--- src/rtl/sar_adc_pkg.sv ---
package sar_adc_pkg;
    typedef enum logic [1:0] {
        ENG_IDLE  = 2'd0,
        ENG_TRIAL = 2'd1,
        ENG_DONE  = 2'd2
    } eng_state_t;

    localparam int GO_BIT   = 0;
    localparam int DONE_BIT = 1;
    localparam int IE_BIT   = 2;
    localparam int CH_LSB   = 4;
endpackage

--- src/rtl/sar_adc_engine.sv ---
module sar_adc_engine
    import sar_adc_pkg::*;
#(
    parameter int RES_BITS = 10,
    parameter int CH_W     = 4,
    parameter int STEP_DIV = 4
) (
    input  logic                clk,
    input  logic                rst_n,
    input  logic                start_req,
    input  logic                abort_req,
    input  logic                cmp_ge,
    input  logic [CH_W-1:0]     chan_in,
    output logic [RES_BITS-1:0] dac_code,
    output logic [CH_W-1:0]     chan_sel,
    output logic                conv_done,
    output logic [RES_BITS-1:0] conv_result
);
    localparam int DIV_W = (STEP_DIV > 1) ? $clog2(STEP_DIV) : 1;
    localparam logic [DIV_W-1:0] DIV_LAST = DIV_W'(STEP_DIV - 1);
    localparam logic [RES_BITS-1:0] MSB_MASK = {1'b1, {(RES_BITS-1){1'b0}}};

    eng_state_t          state_q, state_d;
    logic [RES_BITS-1:0] sar_q, mask_q;
    logic [DIV_W-1:0]    div_q;
    logic [CH_W-1:0]     chan_q;
    logic                step_end;

    assign step_end = (div_q == DIV_LAST);

    // state register
    always_ff @(posedge clk or negedge rst_n) begin
        if (!rst_n) state_q <= ENG_IDLE;
        else        state_q <= state_d;
    end

    // transitions
    always_comb begin
        state_d = state_q;
        unique case (state_q)
            ENG_IDLE:  if (start_req) state_d = ENG_TRIAL;
            ENG_TRIAL: begin
                if (abort_req)                 state_d = ENG_IDLE;
                else if (step_end && mask_q[0]) state_d = ENG_DONE;
            end
            ENG_DONE:  state_d = ENG_IDLE;
            default:   state_d = ENG_IDLE;
        endcase
    end

    // search datapath
    always_ff @(posedge clk or negedge rst_n) begin
        if (!rst_n) begin
            sar_q  <= '0;
            mask_q <= '0;
            div_q  <= '0;
            chan_q <= '0;
        end else begin
            case (state_q)
                ENG_IDLE: begin
                    if (start_req) begin
                        sar_q  <= '0;
                        mask_q <= MSB_MASK;
                        div_q  <= '0;
                        chan_q <= chan_in;
                    end
                end
                ENG_TRIAL: begin
                    if (abort_req) begin
                        mask_q <= '0;
                        div_q  <= '0;
                    end else if (step_end) begin
                        div_q  <= '0;
                        mask_q <= mask_q >> 1;
                        if (cmp_ge) sar_q <= sar_q | mask_q;
                    end else begin
                        div_q <= div_q + 1'b1;
                    end
                end
                default: begin
                    mask_q <= '0;
                    div_q  <= '0;
                end
            endcase
        end
    end

    // outputs
    always_comb begin
        dac_code    = (state_q == ENG_TRIAL) ? (sar_q | mask_q) : '0;
        conv_done   = (state_q == ENG_DONE);
        conv_result = sar_q;
        chan_sel    = chan_q;
    end


    trial_onehot_chk: assert property (@(posedge clk) disable iff (!rst_n)
        (state_q == ENG_TRIAL) |-> ($countones(mask_q) == 1));


    keep_bit_chk: assert property (@(posedge clk) disable iff (!rst_n)
        (state_q == ENG_TRIAL && step_end && cmp_ge && !abort_req)
        |=> ((sar_q & $past(mask_q)) != '0));


    chan_hold_chk: assert property (@(posedge clk) disable iff (!rst_n)
        (state_q != ENG_IDLE) |=> $stable(chan_q));
endmodule

--- src/rtl/sar_adc_results.sv ---
module sar_adc_results #(
    parameter int RES_BITS = 10,
    parameter int NUM_RES  = 4,
    parameter int IDX_W    = 2
) (
    input  logic                clk,
    input  logic                rst_n,
    input  logic                wr_en,
    input  logic [IDX_W-1:0]    wr_idx,
    input  logic [RES_BITS-1:0] wr_data,
    input  logic [IDX_W-1:0]    rd_idx,
    output logic [RES_BITS-1:0] rd_data
);
    logic [RES_BITS-1:0] res_q [NUM_RES];

    for (genvar g = 0; g < NUM_RES; g++) begin : g_word
        always_ff @(posedge clk or negedge rst_n) begin
            if (!rst_n)                               res_q[g] <= '0;
            else if (wr_en && wr_idx == IDX_W'(g))    res_q[g] <= wr_data;
        end
    end

    assign rd_data = res_q[rd_idx];


    result_store_chk: assert property (@(posedge clk) disable iff (!rst_n)
        wr_en |=> (res_q[$past(wr_idx)] == $past(wr_data)));
endmodule

--- src/rtl/sar_adc_regs.sv ---
module sar_adc_regs
    import sar_adc_pkg::*;
#(
    parameter int CH_W     = 4,
    parameter int ADDR_W   = 3,
    parameter int DATA_W   = 16,
    parameter int CSR_ADDR = 4
) (
    input  logic              clk,
    input  logic              rst_n,
    input  logic              bus_sel,
    input  logic              bus_wr,
    input  logic              bus_rd,
    input  logic [ADDR_W-1:0] bus_addr,
    input  logic [DATA_W-1:0] bus_wdata,
    input  logic              ext_trig,
    input  logic              conv_done,
    output logic              start_fire,
    output logic              abort_req,
    output logic [CH_W-1:0]   chan_next,
    output logic [DATA_W-1:0] csr_rdata,
    output logic              irq_o
);
    logic            go_q, done_q, ie_q, armed_q, trig_q;
    logic [CH_W-1:0] ch_q;
    logic            csr_wr, csr_rd, trig_rise, done_clear;
    logic            unused_wbits;

    assign csr_wr     = bus_sel && bus_wr && (bus_addr == ADDR_W'(CSR_ADDR));
    assign csr_rd     = bus_sel && bus_rd && (bus_addr == ADDR_W'(CSR_ADDR));
    assign trig_rise  = ext_trig && !trig_q;
    assign start_fire = !go_q && ((csr_wr && bus_wdata[GO_BIT]) || trig_rise);
    assign abort_req  = go_q && csr_wr && !bus_wdata[GO_BIT] && !conv_done;
    assign done_clear = csr_wr && !bus_wdata[DONE_BIT] && armed_q;
    assign chan_next  = csr_wr ? bus_wdata[CH_LSB +: CH_W] : ch_q;
    assign unused_wbits = ^{bus_wdata[DATA_W-1:CH_LSB+CH_W], bus_wdata[CH_LSB-1:IE_BIT+1]};

    always_ff @(posedge clk or negedge rst_n) begin
        if (!rst_n) begin
            go_q    <= 1'b0;
            done_q  <= 1'b0;
            ie_q    <= 1'b0;
            armed_q <= 1'b0;
            trig_q  <= 1'b0;
            ch_q    <= '0;
        end else begin
            trig_q <= ext_trig;
            if (conv_done)       go_q <= 1'b0;
            else if (start_fire) go_q <= 1'b1;
            else if (abort_req)  go_q <= 1'b0;

            if (conv_done) begin
                done_q <= 1'b1;
            end else if (done_clear) begin
                done_q  <= 1'b0;
                armed_q <= 1'b0;
            end else if (csr_rd && done_q) begin
                armed_q <= 1'b1;
            end

            if (csr_wr) begin
                ie_q <= bus_wdata[IE_BIT];
                ch_q <= bus_wdata[CH_LSB +: CH_W];
            end
        end
    end

    always_comb begin
        csr_rdata                  = '0;
        csr_rdata[GO_BIT]          = go_q;
        csr_rdata[DONE_BIT]        = done_q;
        csr_rdata[IE_BIT]          = ie_q;
        csr_rdata[CH_LSB +: CH_W]  = ch_q;
        irq_o                      = done_q && ie_q;
    end


    complete_sets_done_chk: assert property (@(posedge clk) disable iff (!rst_n)
        conv_done |=> (done_q && !go_q));


    abort_clears_go_chk: assert property (@(posedge clk) disable iff (!rst_n)
        abort_req |=> !go_q);


    done_needs_arm_chk: assert property (@(posedge clk) disable iff (!rst_n)
        (done_q && !armed_q && !conv_done) |=> done_q);


    busy_ignores_start_chk: assert property (@(posedge clk) disable iff (!rst_n)
        (go_q && !conv_done && !abort_req) |=> go_q);
endmodule

--- src/rtl/sar_adc_ctrl.sv ---
module sar_adc_ctrl
    import sar_adc_pkg::*;
#(
    parameter int RES_BITS = 10,
    parameter int CH_W     = 4,
    parameter int NUM_RES  = 4,
    parameter int ADDR_W   = 3,
    parameter int DATA_W   = 16,
    parameter int STEP_DIV = 4
) (
    input  logic                clk,
    input  logic                rst_n,
    input  logic                bus_sel,
    input  logic                bus_wr,
    input  logic                bus_rd,
    input  logic [ADDR_W-1:0]   bus_addr,
    input  logic [DATA_W-1:0]   bus_wdata,
    output logic [DATA_W-1:0]   bus_rdata,
    input  logic                ext_trig,
    input  logic                cmp_ge,
    output logic [RES_BITS-1:0] dac_code,
    output logic [CH_W-1:0]     chan_sel,
    output logic                irq
);
    localparam int IDX_W    = $clog2(NUM_RES);
    localparam int CSR_ADDR = NUM_RES;

    logic                start_fire, abort_req, conv_done;
    logic [CH_W-1:0]     chan_next;
    logic [DATA_W-1:0]   csr_rdata;
    logic [RES_BITS-1:0] conv_result, res_rd;

    sar_adc_regs #(
        .CH_W(CH_W), .ADDR_W(ADDR_W), .DATA_W(DATA_W), .CSR_ADDR(CSR_ADDR)
    ) u_regs (
        .clk(clk), .rst_n(rst_n),
        .bus_sel(bus_sel), .bus_wr(bus_wr), .bus_rd(bus_rd),
        .bus_addr(bus_addr), .bus_wdata(bus_wdata),
        .ext_trig(ext_trig), .conv_done(conv_done),
        .start_fire(start_fire), .abort_req(abort_req),
        .chan_next(chan_next), .csr_rdata(csr_rdata), .irq_o(irq)
    );

    sar_adc_engine #(
        .RES_BITS(RES_BITS), .CH_W(CH_W), .STEP_DIV(STEP_DIV)
    ) u_engine (
        .clk(clk), .rst_n(rst_n),
        .start_req(start_fire), .abort_req(abort_req), .cmp_ge(cmp_ge),
        .chan_in(chan_next), .dac_code(dac_code), .chan_sel(chan_sel),
        .conv_done(conv_done), .conv_result(conv_result)
    );

    sar_adc_results #(
        .RES_BITS(RES_BITS), .NUM_RES(NUM_RES), .IDX_W(IDX_W)
    ) u_results (
        .clk(clk), .rst_n(rst_n),
        .wr_en(conv_done), .wr_idx(chan_sel[IDX_W-1:0]), .wr_data(conv_result),
        .rd_idx(bus_addr[IDX_W-1:0]), .rd_data(res_rd)
    );

    always_comb begin
        if (bus_addr < ADDR_W'(NUM_RES))        bus_rdata = DATA_W'(res_rd);
        else if (bus_addr == ADDR_W'(CSR_ADDR)) bus_rdata = csr_rdata;
        else                                    bus_rdata = '0;
    end
endmodule

--- config.mk ---
export PLATFORM = sky130hd
export DESIGN_NAME = sar_adc_ctrl
export DESIGN_NICKNAME = d
export VERILOG_FILES = /design/src/rtl/sar_adc_pkg.sv /design/src/rtl/sar_adc_engine.sv /design/src/rtl/sar_adc_results.sv /design/src/rtl/sar_adc_regs.sv /design/src/rtl/sar_adc_ctrl.sv
export SDC_FILE = /design/constraint.sdc
export NUM_CORES = 1
export LEC_CHECK = 0
export ABC_AREA = 1
export BUFFER_PORTS_ARGS = -buffer_cell sky130_fd_sc_hd__buf_2
export CAP_MARGIN = 20
export CORE_ASPECT_RATIO = 0.6
export CORE_MARGIN = 3
export CORE_UTILIZATION = 50
export DETAILED_ROUTE_END_ITERATION = 8
export PLACE_DENSITY_LB_ADDON = 0.1
export RECOVER_POWER = 100
export SKIP_LAST_GASP = 1
export SLEW_MARGIN = 25
export SYNTH_ARGS = -nofsm -noshare
export SYNTH_HDL_FRONTEND = slang
export SYNTH_SLANG_ARGS = --single-unit
--- constraint.sdc ---
create_clock -name clk -period 3.5 [get_ports clk]
set_input_delay 0.525 -clock clk [delete_from_list [all_inputs] [get_ports clk]]
set_output_delay 0.525 -clock clk [all_outputs]
set_load 0.05 [all_outputs]
==> results.json <==
{
  "clockBufferDepth": 2,
  "grt_max_degree": 78,
  "diodes": 0,
  "finalSetupViolCount": 0,
  "min_path_type": "primary input to flop",
  "cts_resized": 0,
  "timing.final.crit_share_pct": 79.1,
  "slew_headroom_pct": -26.0,
  "rsz0062_at_grt": "false",
  "drtIter0Drc": 173,
  "synth_area_leaders": "dfrtp_1 54%, nand2_1 14%, o21ai_0 6.8%",
  "grt_pass1_vias": 2715,
  "row_count": 23,
  "powerDensity_mw_per_mm2": 566,
  "fill_cells": 669,
  "area_growth_pct": 12.0,
  "arrival_ps": 2240,
  "max_freq_mhz": 361,
  "synth.distinct_cells": 27,
  "die_width_um": 115,
  "final_nets": 506,
  "critPathMaxFanout": 23,
  "clkLatencyLatePin_ps": 330,
  "htreeDepth": 3,
  "ir_worst_vdd_mv": 0.323,
  "post-route-min-period_ps": 2770,
  "cp.required_ps": 2970,
  "worstMarginPinSlew_ps": 1890,
  "path_class": "primary input to output port",
  "violations": "capacitance limit, slew limit",
  "clkTransAtPathRegs_ps": 50,
  "slew_viol_final": 78,
  "cts-root-buf": "clkbuf_16",
  "clock-sinks": 77,
  "start_util_pct": 52.7,
  "synth.yosys.warnings": 0,
  "critPathLaunchType": "primary input",
  "status": "finished, violations left",
  "cts_tree": "done",
  "wire_per_inst_um": 14.6,
  "die_area_mm2": 0.00828,
  "synthCells": 445,
  "regArea_mm2": 0.00193,
  "ys_ff_latch": 77,
  "vias_per_cell": 5.23,
  "antenna_found_initial": 0,
  "grt.overflow.total": 0,
  "core_mm2": 0.00682,
  "power_mw": 2.28,
  "numCtsBuffers": 9,
  "drcViolationCount": 0,
  "vias": 2983,
  "cts_setup_buffers": 0,
  "io_pins": 57,
  "die_y_um": 71.7,
  "firstDrtPassIters": 5,
  "setup_tns_ps": 0,
  "port-buffer-count": 41,
  "dp_hpwl_um": 5790,
  "routed_wl_um": 8310,
  "grt_pass1_wl_um": 14000,
  "clock_skew_ps": 3.57,
  "leakage_nw": 1.95,
  "synth_top_area_share_pct": 53.6,
  "avgSynthCellArea_um2": 8.08,
  "drtAntennaViolNets": 0,
  "gp_congestion": 0.813,
  "maxCapViolations": 1,
  "grt_usage_pct": 22.3,
  "multi_input_area_mm2": 0.00135,
  "cp-end-kind": "output port",
  "yosysTopAreaCell": "dfrtp_1",
  "syn-cell-area_mm2": 0.00359,
  "postCtsHoldBufs": 0,
  "drive_gt1_share_pct": 7.04,
  "yosysSeqAreaShare_pct": 53.6,
  "finalHoldViolCount": 0
}
-- metal layers --
layer,wire (µm),vias to the layer above,GRT usage [%]
li1,-,1477,-
met1,4240,1412,33.4
met2,3470,90,31.7
met3,567,4,6.67
met4,29,0,6.25
met5,0,-,0
-- layout make-up --
type	count	area share [%]
Clock buffer	15	7.39
Inverter	44	4.10
Multi-Input combinational cell	305	33.5
Sequential cell	77	47.8
Tap cell	87	2.70
Timing Repair Buffer	42	4.44
-- power breakdown --
group          total, mW  internal [mW]  switching, mW
clock              0.910          0.573          0.336
combinational      0.386         0.0810          0.305
sequential         0.983          0.944         0.0393
-- flip-flops by register name (all words and copies together), names as in the netlist --
signal,cells
u_engine.state_q,2
u_regs.ch_q,4
u_engine.mask_q,10
u_regs.ie_q,1
u_regs.go_q,1
u_regs.done_q,1
u_regs.armed_q,1
u_engine.chan_sel,4
u_engine.conv_result,10
u_regs.trig_q,1
u_engine.div_q,2
u_results.res_q,40
-- kinds of logic (layout without fill, tap and decap cells) --
logic type,Yosys count,in the layout,synth area share (%)
and+or+nand+nor,223,223,26.4
AOI/OAI and AO/OA,75,75,11.3
buffers and inverters,68,101,8.28
DFF,77,77,53.6
other,1,6,0.104
adders and majority gates,1,1,0.348
-- cell usage after synthesis (all sizes together) --
cell type  number
dfrtp          77
inv            43
buf            15
nor4            1
a21oi          14
nor2           32
a32o            5
nand2         143
a31oi           1
nor3            2
ha              1
o21ai          55
conb            1
clkinv          1
clkbuf          9
nand3          40
nand4           1
and2            4
-- cell usage in the layout, fill, tap and decap left out --
cell and n:
clkbuf_2 1, and2_0 2, nor2_1 31, nand4_1 1, ha_1 1, a21oi_1 14
nor2_2 1, o21ai_1 1, nand2_2 1, a32o_1 5, nand2_1 142, inv_1 43
and2_1 2, buf_2 16, dfrtp_1 77, nor3_1 2, clkinv_1 1, conb_1 6
o21ai_2 1, nand3_1 40, clkbuf_8 5, clkbuf_1 26, o21ai_0 53, a31oi_1 1
nor4_1 1, clkbuf_16 9
-- worst paths after layout --
check | startpoint | to | slack, ps | cells past startpoint
max in group asynchronous | rst_n | u_results.res_q[16] | 1670 | 1
min reg2reg | u_engine.mask_q[5] | u_engine.mask_q[5] | 470 | 2
max | bus_addr[0] | bus_rdata[9] | 730 | 5
max reg2reg | u_engine.state_q[1] | u_results.res_q[9] | 1260 | 4
min in group asynchronous | rst_n | u_regs.armed_q | 700 | 1
min | ext_trig | u_regs.trig_q | 310 | 1
-- critical path, stage by stage --
cell and delay [ps]:
buf_2 240, inv_1 520, o21ai_0 220, a21oi_1 220
clkbuf_1 490
-- per-stage QoR --
| stage | setup WS, ps | cell area (µm²) | hold slack, ps | instances | util [%] |
|---|---|---|---|---|---|
| after floorplan | 1130 | 3610 | 229 | 450 | - |
| after global placement | 1110 | 3800 | 454 | 555 | 55.8 |
| after detailed placement | 1130 | 3800 | 464 | 555 | 55.8 |
| after CTS | 1120 | 4100 | 297 | 570 | 60.2 |
| after global routing | 614 | 4030 | 300 | 570 | 59.1 |
| final | 731 | 4030 | 309 | 570 | 59.1 |
(Power assumes the default switching activity.)
